**config.mk**
```make
export PLATFORM = sky130hd
export DESIGN_NAME = slot_alloc_engine
export DESIGN_NICKNAME = d
export VERILOG_FILES = /design/src/rtl/slotalloc_pkg.sv /design/src/rtl/slot_div.sv /design/src/rtl/slot_ram.sv /design/src/rtl/slot_alloc_engine.sv
export SDC_FILE = /design/constraint.sdc
export NUM_CORES = 1
export LEC_CHECK = 0
export ABC_AREA = 1
export BUFFER_PORTS_ARGS = -buffer_cell sky130_fd_sc_hd__buf_4
export CAP_MARGIN = 20
export CORE_MARGIN = 4
export CORE_UTILIZATION = 50
export DETAILED_ROUTE_END_ITERATION = 10
export GPL_TIMING_DRIVEN = 1
export PLACE_DENSITY = 0.67
export SYNTH_ARGS = -nofsm -noshare
export SYNTH_HDL_FRONTEND = slang
export SYNTH_SLANG_ARGS = --single-unit
```
**constraint.sdc**
```tcl
create_clock -name clk -period 9.1 [get_ports clk]
set_clock_uncertainty 0.2 [all_clocks]
set_input_delay 0.455 -clock clk [delete_from_list [all_inputs] [get_ports clk]]
set_output_delay 0.455 -clock clk [all_outputs]
set_load 0.03 [all_outputs]
```
**src/rtl/slotalloc_pkg.sv**
```systemverilog
package slotalloc_pkg;
  typedef enum logic [2:0] {
    ST_IDLE,
    ST_PICK,
    ST_DIV,
    ST_PLACE,
    ST_FILL,
    ST_OUT,
    ST_TAIL
  } eng_state_e;
endpackage

```
**src/rtl/slot_div.sv**
```systemverilog
module slot_div #(
  parameter int DIVIDEND = 64,
  parameter int W        = 7
) (
  input  logic         clk,
  input  logic         rst,
  input  logic         go,
  input  logic [W-1:0] divisor,
  output logic [W-1:0] quot,
  output logic         ready
);
  logic [W-1:0] rem;
  logic [W-1:0] dvs_q;
  logic         run;

  // repeated subtraction: at most DIVIDEND iterations, no combinational divide
  always_ff @(posedge clk) begin
    if (rst) begin
      run   <= 1'b0;
      ready <= 1'b0;
      rem   <= '0;
      quot  <= '0;
      dvs_q <= '0;
    end else begin
      ready <= 1'b0;
      if (go) begin
        rem   <= W'(DIVIDEND);
        quot  <= '0;
        dvs_q <= divisor;
        run   <= 1'b1;
      end else if (run) begin
        if (rem >= dvs_q) begin
          rem  <= rem - dvs_q;
          quot <= quot + 1'b1;
        end else begin
          run   <= 1'b0;
          ready <= 1'b1;
        end
      end
    end
  end

  // the quotient is the floor of DIVIDEND / divisor
  p_quot_floor_r3: assert property (@(posedge clk) disable iff (rst)
    ready |-> ((2*W)'(quot) * (2*W)'(dvs_q) <= (2*W)'(DIVIDEND)) &&
              ((2*W)'(quot) * (2*W)'(dvs_q) + (2*W)'(dvs_q) > (2*W)'(DIVIDEND)));
endmodule

```
**src/rtl/slot_ram.sv**
```systemverilog
module slot_ram #(
  parameter int DEPTH = 64,
  parameter int AW    = 6,
  parameter int DW    = 4
) (
  input  logic          clk,
  input  logic          we,
  input  logic [AW-1:0] waddr,
  input  logic [DW-1:0] wdata,
  input  logic [AW-1:0] raddr,
  output logic [DW-1:0] rdata
);
  logic [DW-1:0] mem [DEPTH];

  always_ff @(posedge clk) begin
    if (we) mem[waddr] <= wdata;
    rdata <= mem[raddr];
  end
endmodule

```
**src/rtl/slot_alloc_engine.sv**
```systemverilog
module slot_alloc_engine
  import slotalloc_pkg::*;
#(
  parameter int NUM_SLOTS   = 64,
  parameter int NUM_CLIENTS = 15,
  localparam int SLOT_W = $clog2(NUM_SLOTS),
  localparam int REQ_W  = $clog2(NUM_SLOTS + 1),
  localparam int CLI_W  = (NUM_CLIENTS > 1) ? $clog2(NUM_CLIENTS) : 1
) (
  input  logic                         clk,
  input  logic                         rst,
  input  logic                         start,
  input  logic [NUM_CLIENTS*REQ_W-1:0] req_cnt,
  input  logic [NUM_CLIENTS-1:0]       active,
  input  logic [REQ_W-1:0]             spare_cnt,
  output logic                         busy,
  output logic                         wr_en,
  output logic [SLOT_W-1:0]            wr_slot,
  output logic [CLI_W-1:0]             wr_client,
  output logic                         done
);
  localparam int PTR_W = SLOT_W + 1;
  localparam logic [CLI_W-1:0]  LAST_CLI  = CLI_W'(NUM_CLIENTS - 1);
  localparam logic [SLOT_W-1:0] LAST_SLOT = SLOT_W'(NUM_SLOTS - 1);
  localparam logic [PTR_W-1:0]  SLOT_END  = PTR_W'(NUM_SLOTS);

  eng_state_e state;

  logic [REQ_W-1:0]     req_q [NUM_CLIENTS];
  logic [NUM_CLIENTS-1:0] act_q;
  logic [REQ_W-1:0]     spare_q;
  logic [NUM_SLOTS-1:0] occ;
  logic [CLI_W-1:0]     cur, rr, first;
  logic                 hunting;
  logic [PTR_W-1:0]     pos, fidx;
  logic [REQ_W-1:0]     step;
  logic [SLOT_W-1:0]    oidx;
  logic                 v1;
  logic [SLOT_W-1:0]    s1;

  logic                 ram_we;
  logic [SLOT_W-1:0]    ram_wa, ram_ra;
  logic [CLI_W-1:0]     ram_wd, rd_q;
  logic                 div_go, div_ready;
  logic [REQ_W-1:0]     div_quot;
  logic [REQ_W-1:0]     cur_req;
  logic [CLI_W-1:0]     rr_nxt, first_eff, first_nxt;
  logic                 last_cli, pos_in, fidx_in;

  slot_div #(.DIVIDEND(NUM_SLOTS), .W(REQ_W)) u_div (
    .clk(clk), .rst(rst), .go(div_go), .divisor(cur_req),
    .quot(div_quot), .ready(div_ready)
  );

  slot_ram #(.DEPTH(NUM_SLOTS), .AW(SLOT_W), .DW(CLI_W)) u_ram (
    .clk(clk), .we(ram_we), .waddr(ram_wa), .wdata(ram_wd),
    .raddr(ram_ra), .rdata(rd_q)
  );

  always_comb begin
    cur_req   = req_q[cur];
    last_cli  = (cur == LAST_CLI);
    rr_nxt    = (rr == LAST_CLI) ? '0 : rr + 1'b1;
    first_eff = hunting ? first : rr;
    first_nxt = (first_eff == LAST_CLI) ? '0 : first_eff + 1'b1;
    pos_in    = (pos < SLOT_END);
    fidx_in   = (fidx < SLOT_END);
    div_go    = (state == ST_PICK) && (cur_req != '0);
    ram_ra    = oidx;
    ram_we    = 1'b0;
    ram_wa    = pos[SLOT_W-1:0];
    ram_wd    = cur;
    if (state == ST_PLACE) begin
      ram_we = pos_in && !occ[pos[SLOT_W-1:0]];
    end else if (state == ST_FILL) begin
      ram_wa = fidx[SLOT_W-1:0];
      if (fidx_in && !occ[fidx[SLOT_W-1:0]]) begin
        if (act_q[rr]) begin
          ram_we = 1'b1;
          ram_wd = rr;
        end else if (rr_nxt == first_eff) begin
          ram_we = 1'b1;
          ram_wd = first_eff;
        end
      end
    end
  end

  always_ff @(posedge clk) begin
    if (rst) begin
      state     <= ST_IDLE;
      busy      <= 1'b0;
      wr_en     <= 1'b0;
      wr_slot   <= '0;
      wr_client <= '0;
      done      <= 1'b0;
      v1        <= 1'b0;
      s1        <= '0;
      occ       <= '0;
      cur       <= '0;
      rr        <= '0;
      first     <= '0;
      hunting   <= 1'b0;
      pos       <= '0;
      fidx      <= '0;
      step      <= '0;
      oidx      <= '0;
      spare_q   <= '0;
      act_q     <= '0;
      for (int i = 0; i < NUM_CLIENTS; i++) req_q[i] <= '0;
    end else begin
      v1        <= 1'b0;
      wr_en     <= v1;
      wr_slot   <= s1;
      wr_client <= rd_q;
      done      <= wr_en && (wr_slot == LAST_SLOT);
      case (state)
        ST_IDLE: if (start) begin
          for (int i = 0; i < NUM_CLIENTS; i++) req_q[i] <= req_cnt[i*REQ_W +: REQ_W];
          act_q   <= active;
          spare_q <= spare_cnt;
          occ     <= '0;
          cur     <= '0;
          busy    <= 1'b1;
          state   <= ST_PICK;
        end
        ST_PICK: begin
          pos <= '0;
          if (cur_req != '0) begin
            state <= ST_DIV;
          end else if (act_q[cur] && spare_q != '0) begin
            spare_q <= spare_q - 1'b1;
            step    <= REQ_W'(NUM_SLOTS);
            state   <= ST_PLACE;
          end else if (last_cli) begin
            fidx <= '0; rr <= '0; hunting <= 1'b0; state <= ST_FILL;
          end else begin
            cur <= cur + 1'b1;
          end
        end
        ST_DIV: if (div_ready) begin
          step  <= div_quot;
          state <= ST_PLACE;
        end
        ST_PLACE: begin
          if (!pos_in) begin
            if (last_cli) begin
              fidx <= '0; rr <= '0; hunting <= 1'b0; state <= ST_FILL;
            end else begin
              cur   <= cur + 1'b1;
              state <= ST_PICK;
            end
          end else if (occ[pos[SLOT_W-1:0]]) begin
            pos <= pos + 1'b1;
          end else begin
            occ[pos[SLOT_W-1:0]] <= 1'b1;
            pos <= pos + PTR_W'(step);
          end
        end
        ST_FILL: begin
          if (!fidx_in) begin
            oidx  <= '0;
            state <= ST_OUT;
          end else if (occ[fidx[SLOT_W-1:0]]) begin
            fidx <= fidx + 1'b1;
          end else if (act_q[rr]) begin
            fidx <= fidx + 1'b1; rr <= rr_nxt; hunting <= 1'b0;
          end else if (rr_nxt == first_eff) begin
            fidx <= fidx + 1'b1; rr <= first_nxt; hunting <= 1'b0;
          end else begin
            first <= first_eff; hunting <= 1'b1; rr <= rr_nxt;
          end
        end
        ST_OUT: begin
          v1   <= 1'b1;
          s1   <= oidx;
          oidx <= oidx + 1'b1;
          if (oidx == LAST_SLOT) state <= ST_TAIL;
        end
        ST_TAIL: if (wr_en && wr_slot == LAST_SLOT) begin
          busy  <= 1'b0;
          state <= ST_IDLE;
        end
        default: state <= ST_IDLE;
      endcase
    end
  end

  p_busy_rise_r2: assert property (@(posedge clk) disable iff (rst)
    (start && !busy) |=> busy);
  p_strobe_busy_r8: assert property (@(posedge clk) disable iff (rst)
    wr_en |-> busy);
  p_client_range_r8: assert property (@(posedge clk) disable iff (rst)
    wr_en |-> (32'(wr_client) < NUM_CLIENTS));
  p_slot_seq_r8: assert property (@(posedge clk) disable iff (rst)
    (wr_en && $past(wr_en)) |-> (wr_slot == $past(wr_slot) + 1'b1));
  p_done_pulse_r9: assert property (@(posedge clk) disable iff (rst)
    done |=> !done);
  p_done_idle_r9: assert property (@(posedge clk) disable iff (rst)
    done |-> !busy);
endmodule

```
Word level (Yosys, flattened, before mapping)
Memories as Yosys holds them, arrays and structs flattened. A register that Yosys moved wholly into a read port is not among the register bits.
Cells that the tools add are included.
- flip-flop bits (word level): 172
- bits in writable memories: 361
- input port bits: 130
- output and inout bits: 13
- memories kept: 2
- $add $sub $neg: 10
- $lt $le $gt $ge: 8
- equal/unequal tests: 27
- multiplexer cells: 122
- bitwise gates (word level): 20
- reduce and logical (&&, ||, !) cells: 37
- memories (memory ; depth ; bits a word ; read ports ; clocked after Yosys merged registers in ; write ports ; RTL line ; RTL):
    u_ram.mem ; 64 ; 4 ; 1 ; 1 ; 1 ; slot_ram.sv:13 ; logic [DW-1:0] mem [DEPTH];
    req_q ; 15 ; 7 ; 1 ; 1 ; 15 ; slot_alloc_engine.sv:29 ; logic [REQ_W-1:0] req_q [NUM_CLIENTS];
- operators by type and width (kind ; count):
    7-bit 2-to-1 mux ; 34
    64-bit 2-to-1 mux ; 3
    64-bit case mux with 2 select lines ; 1
    4-bit 2-to-1 mux ; 23
    64-bit bitwise OR ; 1
    7-bit case mux with 2 select lines ; 3
    1-bit 2-to-1 mux ; 33
    3-bit 2-to-1 mux ; 10
    4-bit case mux with 3 select lines ; 2
    2-bit inequality test (second input constant) ; 11
    7-bit by 1-bit adder with 7-bit output (second input constant) ; 3
    3-bit case mux with 7 select lines ; 1
    7-bit case mux with 3 select lines ; 1
    6-bit 2-to-1 mux ; 3
    2-bit nonzero test ; 8
    1-bit bitwise OR ; 15
    6-bit by 7-bit less-than comparator with 1-bit output (second input constant) ; 2
    7-bit less-than comparator (second input constant) ; 2
    7-bit nonzero test ; 2
    4-bit by 1-bit adder with 4-bit output (second input constant) ; 3
    1-bit binary-select mux with 6-bit select ; 2
    4-bit == test (second input constant) ; 3
    6-bit == test (second input constant) ; 2
    6-bit case mux with 2 select lines ; 1
    31 further kinds ; 55

Longest topological paths before layout
- depth in word-level cells: 10
- gate-level depth with buffers: 26

Modules after synthesis
From an unflattened synthesis, not the netlist that was laid out.
- cells, all modules: 3105
- area total of the unflattened synthesis: 26344.0 um^2
- by module, submodules not included (module ; instances ; cells an instance ; area an instance (um^2) ; seq. area each (um^2)):
    slot_alloc_engine ; 1 ; 1964 ; 14082.3 ; 6216.0
    slot_ram ; 1 ; 965 ; 10911.7 ; 7767.4
    slot_div ; 1 ; 176 ; 1350.0 ; 460.4

Worst setup path after synthesis
Ideal clock, no wire load.
- path type: register -> register
- start point: register state[1]
- end point: memory req_q[0][0] (netlist name) (enable)
- setup time: 0.510 ns
- arrival time: 4.384 ns
- data required time: 8.390 ns
- setup slack: 4.005 ns
- cell stages (with the launch flop): 9
- buffers on the path: 3
- clock period less this slack: 5.095 ns
- cell sequence: dfxtp_1 clkbuf_1 inv_1 nand2_1 nor2_1 clkinv_1 nand2_1 clkbuf_1 clkbuf_1
- RTL lines (what ; RTL line ; RTL):
    from (decl) ; slot_alloc_engine.sv:27 ; eng_state_e state;
    from (signal assigned) ; slot_alloc_engine.sv:91 ; state <= ST_IDLE;
    from (signal assigned) ; slot_alloc_engine.sv:125 ; state <= ST_PICK;
    from (signal assigned) ; slot_alloc_engine.sv:130 ; state <= ST_DIV;
    to (decl) ; slot_alloc_engine.sv:29 ;

Worst setup path after layout
- start point: register pos[0]
- end point: register pos[6]
- cells in the longest elaborated chain, start to end: 5
- elaborated cells on any way between the ends: 10
- classes of those cells: 2 x add/sub; 1 x order compare; 1 x eq/ne; 5 x mux; 1 x reduce/logical
- ends and longest elaborated chain (what ; RTL line ; RTL):
    from (decl) ; slot_alloc_engine.sv:35 ; logic [PTR_W-1:0] pos, fidx;
    from (signal assigned) ; slot_alloc_engine.sv:154 ; pos <= pos + 1'b1;
    from (signal assigned) ; slot_alloc_engine.sv:157 ; pos <= pos + PTR_W'(step);
    1-bit binary-select mux with 6-bit select ; slot_alloc_engine.sv:153 ; end else if (occ[pos[SLOT_W-1:0]]) begin
    1-bit 2-to-1 mux (implied by the code) ; slot_alloc_engine.sv:153 ;
    7-bit 2-to-1 mux ; slot_alloc_engine.sv:153 ;
    7-bit 2-to-1 mux ; slot_alloc_engine.sv:146 ; if (!pos_in) begin
    7-bit case mux with 2 select lines ; slot_alloc_engine.sv:117 ; case (state)
Several ways; a longest one is shown, not always the timed one. The select of a mux whose other input is x is not followed.
A chain may end at the register's enable or synchronous reset.

==> summary.md <==
| Metric | Value |
|---|---|
| Status | `finished, final reports clean` |
| WS Path Type | `reg -> reg` |
| Die area | `0.0541 mm2` |
| Clk sinks | `541` |
| Overall Power | `7450 uW` |
| Slew margin rel. | `0.328` |
| Post-route ant nets | `0` |
| Power per cell area | `249 mW/mm2` |
| Clock Path Buffers | `3` |
| Setup-failing EPs final | `0` |
| Fmax | `214 MHz` |
| Post-synthesis register bit count | `541` |
| Worst-path clk slew | `0.05 ns` |
| Required time worst endpoint | `9.43 ns` |
| Initial Utilization | `0.505` |
| Vias/cell | `5.50` |
| Netlist cell types | `45` |
| Syn Inst Count | `2952` |
| Final worst path period need | `4.66 ns` |
| Post-layout nets | `3307` |
| Wire length per cell | `17.9 um` |
| Worst VDD drop | `0.179 mV` |
| Worst Path Arrival | `4.99 ns` |
| P_leak | `0.0119 uW` |
| Startpoint Class | `register` |
| Period utilization | `0.513` |
| Largest net degree at the start of global routing | `74` |
| Max Fanout on Critical Path | `25` |
| Final Wtd Congestion | `0.939` |
| Drt initial violations | `2102` |
| Grt total ovfl | `0` |
| Post-DP HPWL | `43400 um` |
| Core Box Area | `0.0500 mm2` |
| Synthesized area | `0.0252 mm2` |
| Worst min path class | `in -> reg` |
| Uppermost layer routed | `met4` |
| Total of max-cap violations | `0` |
| Die Span Y | `233 um` |
| Initial antenna violation count | `0` |
| Postcts setup bufs | `0` |
| Placed Area | `0.0268 mm2` |
| Ant. Diodes | `0` |
| # fillers | `4228` |
| Layout cell share with drive strength beyond 1 | `0.0906` |
| Leading register cell type out of synthesis | `edfxtp_1` |
| WL met3 | `4760 um` |
| Via count | `21300` |
| DRC Markers | `0` |
| Hold slack | `0.0500 ns` |
| Die width | `233 um` |
| Unrepaired setup endpoints after global routing | `no` |
| Sequential share of the synthesized area | `0.573` |
| Final Hold Vio Count | `0` |
| Final instance area | `0.0299 mm2` |
| Area growth from synthesis to layout | `18.7%` |
| Final cell utilization of the core | `0.599` |
| Mapped Nets | `3104` |
| CTS buffer count | `58` |
| PostCTS Resize Cnt | `0` |
| Worst skew pair latency | `0.63 ns` |
| First-pass GRT wire length | `111000 um` |
| Async set-or-reset flop fraction in the synthesized netlist | `0` |
| CP Capture Type | `register` |
| Vias in the first global route | `21000` |
| CTS tree | `done` |
| Root Buffer | `clkbuf_16` |
| Metal-1 WL | `28300 um` |
| Row count | `82` |
| Final setup TNS | `0 ns` |
| Top Ports | `143` |
| # hold bufs at CTS | `124` |
| Drt first pass iters | `5` |
| Syn Area/Cell | `8.54 um2` |
| Max-slew violation count | `0` |
| H-Tree Depth | `2` |
| Final WL | `69500 um` |
| Worst slew pin tran | `1.01 ns` |
| EDFF count, synth | `361` |
| IO buf count | `142` |
| Routed length on met2 | `33700 um` |
| Global Route Usage Sum | `0.254` |
| Yosys warns | `0` |
## registers in the layout (all words and copies together), names as in the netlist, 6 cells and up, named ones only
| name | flops |
|---|---|
| oidx | 6 |
| req_q | 105 |
| step | 7 |
| s1 | 6 |
| u_div.rem | 7 |
| occ | 64 |
| wr_slot | 6 |
| u_div.dvs_q | 7 |
| u_div.quot | 7 |
| fidx | 7 |
| pos | 7 |
| act_q | 15 |
| spare_q | 7 |
| u_ram.mem | 256 |
## metal layers
| layer | up-vias | GRT usage |
|---|---|---|
| li1 | 10200 | - |
| met1 | 10000 | 0.326 |
| met4 | 0 | 0.0986 |
| met2 | 878 | 0.436 |
| met3 | 188 | 0.0361 |
| met5 | - | 0 |
## cells by family after synthesis
logic type,Yosys count,share of synthesized area
adder cells (fa/ha/maj),22,0.0115
buffers and inverters,520,0.0790
AO/OA/AOI/OAI,556,0.123
XOR/XNOR,16,0.00556
flip-flops,541,0.573
AND/OR/NAND/NOR,1297,0.208
## Yosys cell counts (all sizes together), types with 2 or more instances
cell | number | area share
nor2 | 589 | 0.088
nand2 | 457 | 0.068
o21bai | 6 | 0.0018
dfxtp | 180 | 0.14
buf | 42 | 0.0078
o22ai | 84 | 0.021
ha | 20 | 0.0099
xor2 | 12 | 0.0042
nand3 | 218 | 0.044
a21boi | 2 | 0.00060
a211oi | 4 | 0.0012
o21ai | 260 | 0.052
nand4 | 9 | 0.0022
o21a | 4 | 0.0012
o31ai | 2 | 0.00060
nor3 | 15 | 0.0032
clkbuf | 104 | 0.015
a31oi | 3 | 0.00074
o211ai | 26 | 0.0077
inv | 367 | 0.055
clkinv | 7 | 0.0010
o32ai | 5 | 0.0017
edfxtp | 361 | 0.43
a21oi | 140 | 0.028
a22oi | 3 | 0.00089
fa | 2 | 0.0016
or2 | 7 | 0.0017
o221ai | 10 | 0.0035
o311ai | 3 | 0.0010
xnor2 | 4 | 0.0014
## worst max-delay path, cell delays in order, from the launching register on
cell and delay [ns]:
dfxtp_1 0.86, inv_2 0.36, nand2_1 0.50, o22ai_1 0.16
nor2_1 0.14, nand2_1 0.07, nand2_1 0.06, nand2_1 0.06
nor2_2 0.22, nand2_2 0.17, nor2_1 0.17, inv_1 0.08
fa_1 0.43, inv_1 0.07, nand3_1 0.06, nand2_1 0.08
nand2_1 0.06, nand2_1 0.05, a21oi_1 0.07, or2_2 0.27
nand2_1 0.08, inv_1 0.04, nand4_1 0.08, nand3_1 0.10
a21oi_1 0.14
## report_power, final
group	internal, uW	leakage (uW)	switching, uW
sequential	3000	0.00486	151
combinational	585	0.00609	1380
clock	1360	0.000935	972
## worst paths after layout
kind                                    from    endpoint  slack, ns  cells past startpoint
worst min-delay path            spare_cnt[6]  spare_q[6]       0.05                      5
worst min register to register            v1       wr_en       0.21                      2
worst max register to register        pos[0]      pos[6]       4.44                     24
worst max-delay path                  pos[0]      pos[6]       4.44                     24
## layout by cell type, fill, tap and decap left out, drive strengths merged, types with 2 or more instances in the layout
master / Yosys / routed
a211oi: 4 / 4
a21boi: 2 / 2
a21oi: 140 / 140
a22oi: 3 / 3
a31oi: 3 / 3
buf: 42 / 165
bufinv: 0 / 5
clkbuf: 104 / 72
clkinv: 7 / 31
clkinvlp: 0 / 3
dfxtp: 180 / 180
dlygate4sd3: 0 / 124
edfxtp: 361 / 361
fa: 2 / 2
ha: 20 / 20
inv: 367 / 368
nand2: 457 / 457
nand3: 218 / 218
nand4: 9 / 9
nor2: 589 / 589
nor3: 15 / 15
o211ai: 26 / 26
o21a: 4 / 4
o21ai: 260 / 260
o21bai: 6 / 6
o221ai: 10 / 10
o22ai: 84 / 84
o311ai: 3 / 3
o31ai: 2 / 2
o32ai: 5 / 5
or2: 7 / 7
xnor2: 4 / 4
xor2: 12 / 12
## through the flow
stage | cells | setup WS, ns
6_report | 3872 | 4.44
5_1_grt | 3872 | 3.99
4_1_cts | 3871 | 4.51
3_5_place_dp | 3642 | 4.54
3_3_place_gp | 3640 | 4.57
2_1_floorplan | 2952 | 4.01
## final cells by class
cell class | instances | area [um2] | area share
clock buffer | 72 | 1560 | 0.0521
clock inverter | 33 | 332 | 0.0111
inverter | 374 | 1410 | 0.0470
multi-input combinational | 1891 | 8800 | 0.294
sequential | 541 | 14500 | 0.483
tap | 672 | 841 | 0.0281
timing repair buffer | 289 | 2520 | 0.0844
Note: power is estimated with default switching activity, not from simulation.
